`config.mk`:
```
export PLATFORM = sky130hd
export DESIGN_NAME = evmon
export DESIGN_NICKNAME = d
export VERILOG_FILES = /design/src/rtl/evmon_pkg.sv /design/src/rtl/evmon_datapath.sv /design/src/rtl/evmon_ctrl.sv /design/src/rtl/evmon.sv
export SDC_FILE = /design/constraint.sdc
export NUM_CORES = 1
export LEC_CHECK = 0
export CAP_MARGIN = 20
export CORE_ASPECT_RATIO = 0.6
export CORE_MARGIN = 10
export CORE_UTILIZATION = 40
export CTS_BUF_LIST = sky130_fd_sc_hd__clkbuf_8
export DETAILED_ROUTE_END_ITERATION = 10
export GPL_TIMING_DRIVEN = 0
export PLACE_DENSITY = 0.7
export SETUP_SLACK_MARGIN = 0.05
export SKIP_LAST_GASP = 1
export SYNTH_ARGS = -nofsm -noshare
export SYNTH_HDL_FRONTEND = slang
export SYNTH_SLANG_ARGS = --single-unit
```
`constraint.sdc`:
```
create_clock -name clk -period 3 [get_ports clk]
set_clock_uncertainty 0.15 [all_clocks]
set_input_delay 0.3 -clock clk [delete_from_list [all_inputs] [get_ports clk]]
set_output_delay 0.3 -clock clk [all_outputs]
set_load 0.05 [all_outputs]
```
`src/rtl/evmon_pkg.sv`:
```
package evmon_pkg;
  localparam int CNT_W   = 32;
  localparam int NUM_CNT = 2;
  localparam int REG_W   = CNT_W * NUM_CNT;
  localparam int SEL_W   = 12;

  localparam int LO = 0;
  localparam int HI = 1;

  // Control register layout; the positions are decoded by software.
  localparam int EN_SUP_BIT = 1;
  localparam int EN_USR_BIT = 2;
  localparam int EN_HYP_BIT = 3;
  localparam int IE_LSB     = 4;
  localparam int SEL_LSB_LO = 6;
  localparam int SEL_LSB_HI = 19;
  localparam int FLAG_LSB   = 32;

  localparam logic [SEL_W-1:0] PARK_CODE = 12'h220;

  typedef enum logic [1:0] {
    MODE_USER = 2'd0,
    MODE_SUP  = 2'd1,
    MODE_HYP  = 2'd2,
    MODE_NONE = 2'd3
  } privMode_e;

  // Strobes from control to datapath.
  typedef struct packed {
    logic               load;
    logic [NUM_CNT-1:0] inc;
  } dpStrobe_t;

  function automatic int selLsb(input int idx);
    return (idx == HI) ? SEL_LSB_HI : SEL_LSB_LO;
  endfunction
endpackage

```
`src/rtl/evmon_datapath.sv`:
```
module evmon_datapath
  import evmon_pkg::*;
(
  input  logic               clk,
  input  logic               rstN,
  input  dpStrobe_t          strobe,
  input  logic [REG_W-1:0]   loadData,
  output logic [REG_W-1:0]   cntView,
  output logic [NUM_CNT-1:0] wrap
);
  for (genvar g = 0; g < NUM_CNT; g++) begin : gCnt
    logic [CNT_W-1:0] cntQ;

    always_ff @(posedge clk) begin
      if (!rstN) begin
        cntQ <= '0;
      end else if (strobe.load) begin
        cntQ <= loadData[g*CNT_W +: CNT_W];
      end else if (strobe.inc[g]) begin
        cntQ <= cntQ + 1'b1;
      end
    end

    // All-ones plus one: the only transition that counts as overflow.
    assign wrap[g] = strobe.inc[g] & (&cntQ);
    assign cntView[g*CNT_W +: CNT_W] = cntQ;
  end
endmodule

```
`src/rtl/evmon_ctrl.sv`:
```
module evmon_ctrl
  import evmon_pkg::*;
#(
  parameter int NUM_EVENTS = 64
) (
  input  logic                  clk,
  input  logic                  rstN,
  input  logic                  regWrEn,
  input  logic                  regSel,
  input  logic [REG_W-1:0]      regWrData,
  input  logic [1:0]            privMode,
  input  logic [NUM_EVENTS-1:0] eventBus,
  input  logic [NUM_CNT-1:0]    wrap,
  output dpStrobe_t             strobe,
  output logic [REG_W-1:0]      ctrlView,
  output logic                  ovfIrq
);
  localparam int IDX_W = (NUM_EVENTS > 1) ? $clog2(NUM_EVENTS) : 1;

  logic               supEn;
  logic               usrEn;
  logic               hypEn;
  logic [NUM_CNT-1:0] irqEn;
  logic [NUM_CNT-1:0] ovfFlag;
  logic [SEL_W-1:0]   evSel [NUM_CNT];
  logic [NUM_CNT-1:0] evHit;
  logic               modeOk;
  logic               ctrlWr;
  logic               cntWr;

  assign ctrlWr = regWrEn & ~regSel;
  assign cntWr  = regWrEn & regSel;

  always_ff @(posedge clk) begin
    if (!rstN) begin
      supEn <= 1'b0;
      usrEn <= 1'b0;
      hypEn <= 1'b0;
      irqEn <= '0;
      for (int i = 0; i < NUM_CNT; i++) evSel[i] <= '0;
    end else if (ctrlWr) begin
      supEn <= regWrData[EN_SUP_BIT];
      usrEn <= regWrData[EN_USR_BIT];
      hypEn <= regWrData[EN_HYP_BIT];
      irqEn <= regWrData[IE_LSB +: NUM_CNT];
      for (int i = 0; i < NUM_CNT; i++) evSel[i] <= regWrData[selLsb(i) +: SEL_W];
    end
  end

  // A control write clears the flags; a wrap in the same cycle still sets its flag.
  always_ff @(posedge clk) begin
    if (!rstN) ovfFlag <= '0;
    else       ovfFlag <= (ctrlWr ? '0 : ovfFlag) | wrap;
  end

  always_comb begin
    unique case (privMode_e'(privMode))
      MODE_USER: modeOk = usrEn;
      MODE_SUP:  modeOk = supEn;
      MODE_HYP:  modeOk = hypEn;
      default:   modeOk = 1'b0;
    endcase
  end

  for (genvar g = 0; g < NUM_CNT; g++) begin : gSel
    always_comb begin
      if (evSel[g] == PARK_CODE || int'(evSel[g]) >= NUM_EVENTS) evHit[g] = 1'b0;
      else evHit[g] = eventBus[evSel[g][IDX_W-1:0]];
    end
  end

  assign strobe.load = cntWr;
  assign strobe.inc  = evHit & {NUM_CNT{modeOk & ~cntWr}};

  always_comb begin
    ctrlView = '0;
    ctrlView[EN_SUP_BIT] = supEn;
    ctrlView[EN_USR_BIT] = usrEn;
    ctrlView[EN_HYP_BIT] = hypEn;
    ctrlView[IE_LSB +: NUM_CNT] = irqEn;
    for (int i = 0; i < NUM_CNT; i++) ctrlView[selLsb(i) +: SEL_W] = evSel[i];
    ctrlView[FLAG_LSB +: NUM_CNT] = ovfFlag;
  end

  assign ovfIrq = |(ovfFlag & irqEn);

  logic unusedWrBits;
  assign unusedWrBits = ^{regWrData[REG_W-1:SEL_LSB_HI+SEL_W],
                          regWrData[SEL_LSB_LO+SEL_W], regWrData[0]};
endmodule

```
`src/rtl/evmon.sv`:
```
module evmon
  import evmon_pkg::*;
#(
  parameter int NUM_EVENTS = 64
) (
  input  logic                  clk,
  input  logic                  rstN,
  input  logic                  regWrEn,
  input  logic                  regSel,
  input  logic [63:0]           regWrData,
  output logic [63:0]           regRdData,
  input  logic [1:0]            privMode,
  input  logic [NUM_EVENTS-1:0] eventBus,
  output logic                  ovfIrq
);
  dpStrobe_t          strobe;
  logic [REG_W-1:0]   ctrlView;
  logic [REG_W-1:0]   cntView;
  logic [NUM_CNT-1:0] wrap;

  evmon_ctrl #(.NUM_EVENTS(NUM_EVENTS)) uCtrl (
    .clk(clk), .rstN(rstN), .regWrEn(regWrEn), .regSel(regSel),
    .regWrData(regWrData), .privMode(privMode), .eventBus(eventBus),
    .wrap(wrap), .strobe(strobe), .ctrlView(ctrlView), .ovfIrq(ovfIrq)
  );

  evmon_datapath uDp (
    .clk(clk), .rstN(rstN), .strobe(strobe), .loadData(regWrData),
    .cntView(cntView), .wrap(wrap)
  );

  assign regRdData = regSel ? cntView : ctrlView;
endmodule

```
==> results of run 1 <==
## state kept, by name, summed over array words and instances (netlist names)
signal	flops
uCtrl.irqEn	2
uCtrl.evSel	24
uDp.gCnt.cntQ	64
uCtrl.hypEn	1
uCtrl.usrEn	1
uCtrl.ovfFlag	2
uCtrl.supEn	1
## metal layers
metal	vias up	wire [um]
li1	3168	-
met1	3325	12200
met2	389	10500
met3	28	3100
met4	4	328
met5	-	18
## cells by family (layout without fill, tap and decap cells)
| family | Yosys count | count (layout) | synth area share (%) |
|---|---|---|---|
| multiplexers | 78 | 78 | 17.0 |
| XOR/XNOR | 34 | 34 | 4.52 |
| AND/OR/NAND/NOR | 243 | 243 | 20.9 |
| flip-flops | 95 | 95 | 32.5 |
| AO/OA/AOI/OAI | 196 | 196 | 19.4 |
| adder cells (fa/ha/maj) | 2 | 2 | 0.380 |
| buffers and inverters | 70 | 294 | 5.21 |
## cell type report
class                      instances  share of cell area, %
multi-input combinational        553                   45.9
sequential                        95                   23.0
timing repair buffer             209                   22.3
buffer                            52                   3.19
tap                              209                   2.80
clock buffer                       9                   1.33
clock inverter                     7                  0.778
inverter                          17                  0.698
## cell usage in the layout, fill, tap and decap left out, drive strengths merged, types with 5 or more instances in the layout
cell | netlist | routed
a211oi | 10 | 10
a21oi | 33 | 33
a22o | 10 | 10
a22oi | 8 | 8
a31oi | 27 | 27
and2 | 61 | 61
and3 | 13 | 13
and4 | 7 | 7
buf | 14 | 25
clkbuf | 39 | 49
clkdlybuf4s50 | 0 | 196
dfxtp | 71 | 71
edfxtp | 24 | 24
inv | 16 | 19
mux2 | 29 | 29
mux2i | 25 | 25
mux4 | 24 | 24
nand2 | 36 | 36
nand3 | 21 | 21
nand4 | 10 | 10
nor2 | 28 | 28
nor3 | 12 | 12
nor4 | 15 | 15
o2111ai | 7 | 7
o211ai | 6 | 6
o21ai | 69 | 69
o31a | 5 | 5
o31ai | 5 | 5
or3 | 18 | 18
xnor2 | 19 | 19
xor2 | 15 | 15
## worst max-delay path, cell delays in order, from the launching register on
cell and delay, ns:
sky130_fd_sc_hd__edfxtp_1 0.35, sky130_fd_sc_hd__clkbuf_4 0.21, sky130_fd_sc_hd__mux4_2 0.51, sky130_fd_sc_hd__nor2b_1 0.16
sky130_fd_sc_hd__a211o_1 0.32, sky130_fd_sc_hd__a31oi_4 0.30, sky130_fd_sc_hd__clkbuf_2 0.33, sky130_fd_sc_hd__nor3_1 0.11
sky130_fd_sc_hd__xnor2_1 0.23, sky130_fd_sc_hd__a21oi_1 0.10
## through the flow
step                      TNS (ns)  power (mW)
after floorplan                  0        2.11
after global placement       -7.33        2.56
after detailed placement     -9.23        2.57
after CTS                        0        3.47
after global routing             0        3.65
final                            0        3.52
## power groups by stage
stage	clock, mW	sequential (mW)	combinational [mW]
floorplan	0	1.49	0.625
global placement	0	1.52	1.04
detailed placement	0	1.52	1.05
CTS	0.903	1.49	1.07
global route	0.951	1.51	1.19
finish	0.898	1.50	1.13
## path summary, 6_finish.rpt
path / cells after the start / to / startpoint
min: 3 / uCtrl.ovfFlag[0]$_SDFF_PN0_ / rstN
min reg2reg: 1 / uCtrl.supEn$_SDFFE_PN0P_ / uCtrl.supEn$_SDFFE_PN0P_
max reg2reg: 9 / uDp.gCnt[0].cntQ[29]$_SDFFE_PN0P_ / uCtrl.evSel[0][0]$_SDFFCE_PN0P_
max: 9 / uDp.gCnt[0].cntQ[29]$_SDFFE_PN0P_ / uCtrl.evSel[0][0]$_SDFFCE_PN0P_
## timing repair
action	4_1_cts	5_1_grt
setup endpoints to repair	62	54
buffers inserted	6	6
gates resized for setup	14	27
cloned	0	0
pin swaps	3	3
==> results.md, run 1 <==
## Status
• complete, no violations — result of the run

## STA
• true — RSZ-0062 raised after global routing
• 0 — Final Hold Violating Endpoints
• 50.7% — Slew headroom
• 2.91 ns — min Tclk post-route
• 96.9% — post-route fraction of the period consumed by the critical path
• 0.229 ns — Fin Hold WS
• 0 — Final Max Slew Viols
• 0 — Setup Viol. Count Final
• 0.740 ns — Worst-Margin Slew
• 344 MHz — top achievable clock speed
• 0.0939 ns — PnR worst setup slack

## Cells and area
• 57.7% — utilization after layout
• 1073 — number of nets in the layout
• 41.6% — area delta synth->final
• 1151 — filler-free cell count of the finished design
• 0.00428 sq mm — multi-input logic area
• 1456 — filler cell count in the final layout
• 0 — ant diodes
• 0.00932 sq mm — final instance area
• 0.00214 sq mm — register area
• 13.3% — share of final-layout standard cells stronger than drive strength 1

## Power and ir drop
• 0.215 mV — Worst IR Drop VDD
• 42.5% — sequential cell fraction of total power
• 25.5% — clock power share
• 32.0% — share of power burned in combinational logic
• 378 mW/mm^2 — Pwr Density
• 3.14 nW — Lkg Pwr
• 2.31 mW — internal cell power
• 1.21 mW — switching power summed over all nets
• 34.4% — switching part of the total power

## Clock tree
• 3 — CTS H-tree lvls
• 0.39 ns — worst skew pair latency
• 2 — maximum buffer depth of the clock tree
• yes — CTS tree
• 0 — Hold Buf Count CTS
• 95 — CTS sink cnt
• 0.11 ns — post-CTS clock slew at the launch and capture registers of the worst setup and hold paths
• sky130_fd_sc_hd__clkbuf_8 — Clock Tree Root
• 9 — CTS Buf Count

## Critical path
• 3.02 ns — critical path data arrival time
• register — Startpoint Class
• 3.11 ns — critical path required time
• 0.09 ns — setup slack of the most critical reg-to-reg path
• register — crit end category
• 10 — top fanout value on the critical path
• register to register — type of the worst setup path

## Floorplan
• 199 — IO Count
• 119 um — Chip Height
• 0.0222 sq mm — DIE AREA
• 40.7% — effective utilization at floorplan
• 36 — standard-cell row count
• 186 um — Die W
• 0.0162 sq mm — core box area

## Placement
• 0.953 — weighted congestion at the end of routability-driven global placement
• 196 — number of input and output port buffers inserted
• 0.00881 sq mm — area of placed instances
• -0.396 ns — minimum setup slack after placement
• 1123 — DP Cell Count
• 20.5 mm — Detail Placement HPWL

## Flow run
• 0 — max-cap violation count

## Global route
• 31.0% — GR Layer Usage met2
• met1 — Top Usage Layer GRT
• 7.92% — met3 demand-to-capacity share in global routing
• 2 — antenna violations before repair
• 39.3 mm — wire length of the first global-routing pass
• 25 — maximum number of pins on one net before global-route repair
• 6648 — number of global-route vias before repair
• 22.8% — all-layer global routing usage
• 0 — Congestion Overflow GR
• 33.5% — met1 usage in global routing

## Logic synthesis
• 32.5% — sequential area share after synthesis
• sky130_fd_sc_hd__dfxtp_1 (22%), sky130_fd_sc_hd__edfxtp_1 (11%), sky130_fd_sc_hd__mux4_2 (7.9%), sky130_fd_sc_hd__and2_1 (5.8%), sky130_fd_sc_hd__o21ai_0 (5.1%) — ranking of synthesized cells by area
• 0 — Synthesis Warnings
• 0% — share of flip-flops with an asynchronous set or reset after synthesis
• 24 — Post-synth EDFFs
• 718 — number of instances in the synthesized netlist
• 21.6% — share of Yosys cell area claimed by the top area cell type
• sky130_fd_sc_hd__dfxtp_1 — most frequent cell after synthesis
• sky130_fd_sc_hd__dfxtp_1 (71), sky130_fd_sc_hd__o21ai_0 (67), sky130_fd_sc_hd__and2_1 (61) — most frequent cells after synthesis
• 854 — net count after synthesis
• 9.17 sq um — Mean Syn Cell Area
• 0.00658 sq mm — mapped cell area
• 95 — Yosys reg bits
• 67 — count of cell types in the netlist
• sky130_fd_sc_hd__dfxtp_1 — largest area contributor in the netlist
• sky130_fd_sc_hd__dfxtp_1 — leading register cell type out of synthesis

## Drt
• 0 — total DRC errors in the routed layout
• 6.01 — post-DR vias/cell
• 22.8 um — mean routed wirelength per cell
• 829 — number of DRC markers in iteration 0
• 5 — Pre-Repair DR Iteration Count
• 26.2 mm — wire length reported by the detailed router
• 6914 — vias
• 0 — Antenna Nets Post-Route

## Hold path
• input pin to register — classification of the worst-slack hold path

Note: power is estimated with default switching activity, not from simulation.
==> run 2: changes to the inputs <==
--- a/config.mk
+++ b/config.mk
@@ -13,6 +13,7 @@
 export DETAILED_ROUTE_END_ITERATION = 10
 export GPL_TIMING_DRIVEN = 0
 export PLACE_DENSITY = 0.7
+export RECOVER_POWER = 100
 export SETUP_SLACK_MARGIN = 0.05
 export SKIP_LAST_GASP = 1
 export SYNTH_ARGS = -nofsm -noshare
==> run 2 against run 1 <==
Effect of this change: worst hold slack got worse by 0.0098 ns; first-iteration DRC count down 8.7%; combinational power about the same; sequential power about the same; total power fell by 0.86%; clock power barely moved; sequential share of layout area grew 0.10 points; cell count stayed put; highest routed layer unchanged; setup slack better by 0.022 ns; largest power group unchanged; via count about the same; count of clock-buffer cells in the layout unchanged; non-clock buffer count unchanged; critical path type unchanged.
==> results.md, run 2 (synthesis results as in run 1) <==
## Critical path
• register — crit end category
• 0.51 ns — slowest stage delay, CP, about the same
• 10 — top fanout value on the critical path, unchanged
• 3.11 ns — critical path required time, about the same
• register to register — type of the worst setup path
• 0.12 ns — setup slack of the most critical reg-to-reg path, +0.02 ns
• 3.00 ns — critical path data arrival time, -0.02 ns
• sky130_fd_sc_hd__mux4_2 — critical-path cell with the highest stage delay
• clkbuf_4 -> mux4_2 -> nor2b_1 -> a211o_1 -> a31oi_4 -> clkbuf_2 -> nor3_1 -> xnor2_1 -> a21oi_1 — cell-by-cell trace of the critical path
• register — Startpoint Class

## Power and ir drop
• 3.49 mW — total power draw, -0.86%
• 3.26 nW — Lkg Pwr, +4.0%
• 376 mW/mm^2 — Pwr Density, -0.41%
• 0.214 mV — Worst IR Drop VDD, -0.50%

## Floorplan
• 40.7% — effective utilization at floorplan, unchanged
• 0.0162 sq mm — core box area, unchanged
• 186 um — Die W, unchanged
• 0.0222 sq mm — DIE AREA, unchanged
• 36 — standard-cell row count, unchanged
• 119 um — Chip Height, unchanged
• 199 — IO Count, unchanged

## Global route
• 22.8% — all-layer global routing usage, unchanged
• 25 — maximum number of pins on one net before global-route repair, unchanged
• 2 — antenna violations before repair, unchanged
• 0 — Congestion Overflow GR, unchanged
• 39.3 mm — wire length of the first global-routing pass, unchanged
• 6648 — number of global-route vias before repair, unchanged

## STA
• 1.17 ns — Worst-Margin Slew, +0.434 ns
• 2.88 ns — min Tclk post-route, -0.0221 ns
• 96.1% — post-route fraction of the period consumed by the critical path, -0.74 points
• 0 — Setup Viol. Count Final, unchanged
• 21.7% — Slew headroom, -29 points
• 0 — Final Max Slew Viols, unchanged
• 347 MHz — top achievable clock speed, +0.76%
• true — RSZ-0062 raised after global routing
• 0.219 ns — Fin Hold WS, -0.00981 ns
• 0 ns — setup TNS after final layout, unchanged
• 0 — Final Hold Violating Endpoints, unchanged

## Flow run
• 0 — max-cap violation count, unchanged

## Placement
• 196 — number of input and output port buffers inserted, unchanged
• 0.953 — weighted congestion at the end of routability-driven global placement, unchanged
• 20.5 mm — Detail Placement HPWL, unchanged

## Hold path
• input pin to register — classification of the worst-slack hold path

## Clock tree
• 0 — Hold Buf Count CTS, unchanged
• 9 — CTS Buf Count, unchanged
• 0.11 ns — post-CTS clock slew at the launch and capture registers of the worst setup and hold paths, about the same
• 95 — CTS sink cnt, unchanged
• sky130_fd_sc_hd__clkbuf_8 — Clock Tree Root
• yes — CTS tree
• 3 — CTS H-tree lvls, unchanged
• 0.39 ns — worst skew pair latency, about the same
• 2 — maximum buffer depth of the clock tree, unchanged

## Cells and area
• 1073 — number of nets in the layout, unchanged
• sky130_fd_sc_hd__clkdlybuf4s50_1 (132), sky130_fd_sc_hd__dfxtp_1 (71), sky130_fd_sc_hd__o21ai_0 (67) — commonest cells after routing, fill and taps aside
• uDp.gCnt.cntQ (64), uCtrl.evSel (24) — largest registers ranked by flip-flop count
• 0 — ant diodes, unchanged
• uDp.gCnt.cntQ — largest reg by FF count
• 41.0% — area delta synth->final
• 64 — max FFs per register, unchanged
• 12.8% — share of final-layout standard cells stronger than drive strength 1, -0.42 points
• sky130_fd_sc_hd__clkdlybuf4s50_1 — most common library cell in the layout ignoring fill and taps

## Drt
• 6915 — vias, +0.014%
• 26.2 mm — wire length reported by the detailed router, about the same
• 0 — Antenna Nets Post-Route, unchanged
• 6.01 — post-DR vias/cell, about the same
• 5 — Pre-Repair DR Iteration Count, unchanged
• 757 — number of DRC markers in iteration 0, -8.7%
• 0 — total DRC errors in the routed layout, unchanged
• 22.7 um — mean routed wirelength per cell, about the same

## Status
• complete, no violations — result of the run

run 2: timing repair:
action                     4_1_cts  5_1_grt
gates resized for setup         14       27
setup buffers                    6        6
pin swaps                        3        3
setup endpoints to repair       62       54
run 2: stage by stage:
stage / util (%) / cells / area (sq um) / setup WS [ns]
final: 57.4 / 1151 / 9280 / 0.116
after CTS: 56.3 / 1145 / 9100 / 0.0576
after floorplan: - / 718 / 6580 / 0.415
after detailed placement: 54.5 / 1123 / 8810 / -0.396
after global routing: 57.4 / 1151 / 9280 / 0.0332
after global placement: 54.5 / 1123 / 8810 / -0.337
run 2: area by class of cell:
class,instances,area [sq um]
fillers,1459,6890
multi-input cells,553,4280
clock buffers,9,124
inverters,17,65.1
flip-flops and latches,95,2140
clock inverters,7,72.6
plain buffers,52,294
well taps,209,262
repair buffers,209,2040
run 2: critical path, delay by kind of cell (launching register included):
kind	cells	cell delay [ns]
buffers and inverters	2	0.53
multiplexers	1	0.51
flip-flops	1	0.35
XOR/XNOR	1	0.23
AND/OR/NAND/NOR	2	0.27
AO/OA/AOI/OAI	3	0.71
run 2: worst paths after layout:
path,to,startpoint,depth (start not counted)
setup / recovery,uDp.gCnt[0].cntQ[29]$_SDFFE_PN0P_,uCtrl.evSel[0][0]$_SDFFCE_PN0P_,9
hold / removal,uCtrl.ovfFlag[0]$_SDFF_PN0_,rstN,3
setup reg to reg,uDp.gCnt[0].cntQ[29]$_SDFFE_PN0P_,uCtrl.evSel[0][0]$_SDFFCE_PN0P_,9
hold reg to reg,uCtrl.supEn$_SDFFE_PN0P_,uCtrl.supEn$_SDFFE_PN0P_,1
run 2: power by group:
part           switching, mW  internal [mW]
Sequential            0.0992           1.40
Clock                  0.508          0.389
Combinational          0.602          0.496
run 2: per-layer routing:
layer  vias to the layer above  global-route usage [%]  share of wire [%]
li1                       3165                       -                  -
met1                      3340                    33.5                 46
met2                       385                    31.0                 41
met3                        23                    7.92                 12
met4                         2                    4.36                1.0
met5                         -                       0              0.011
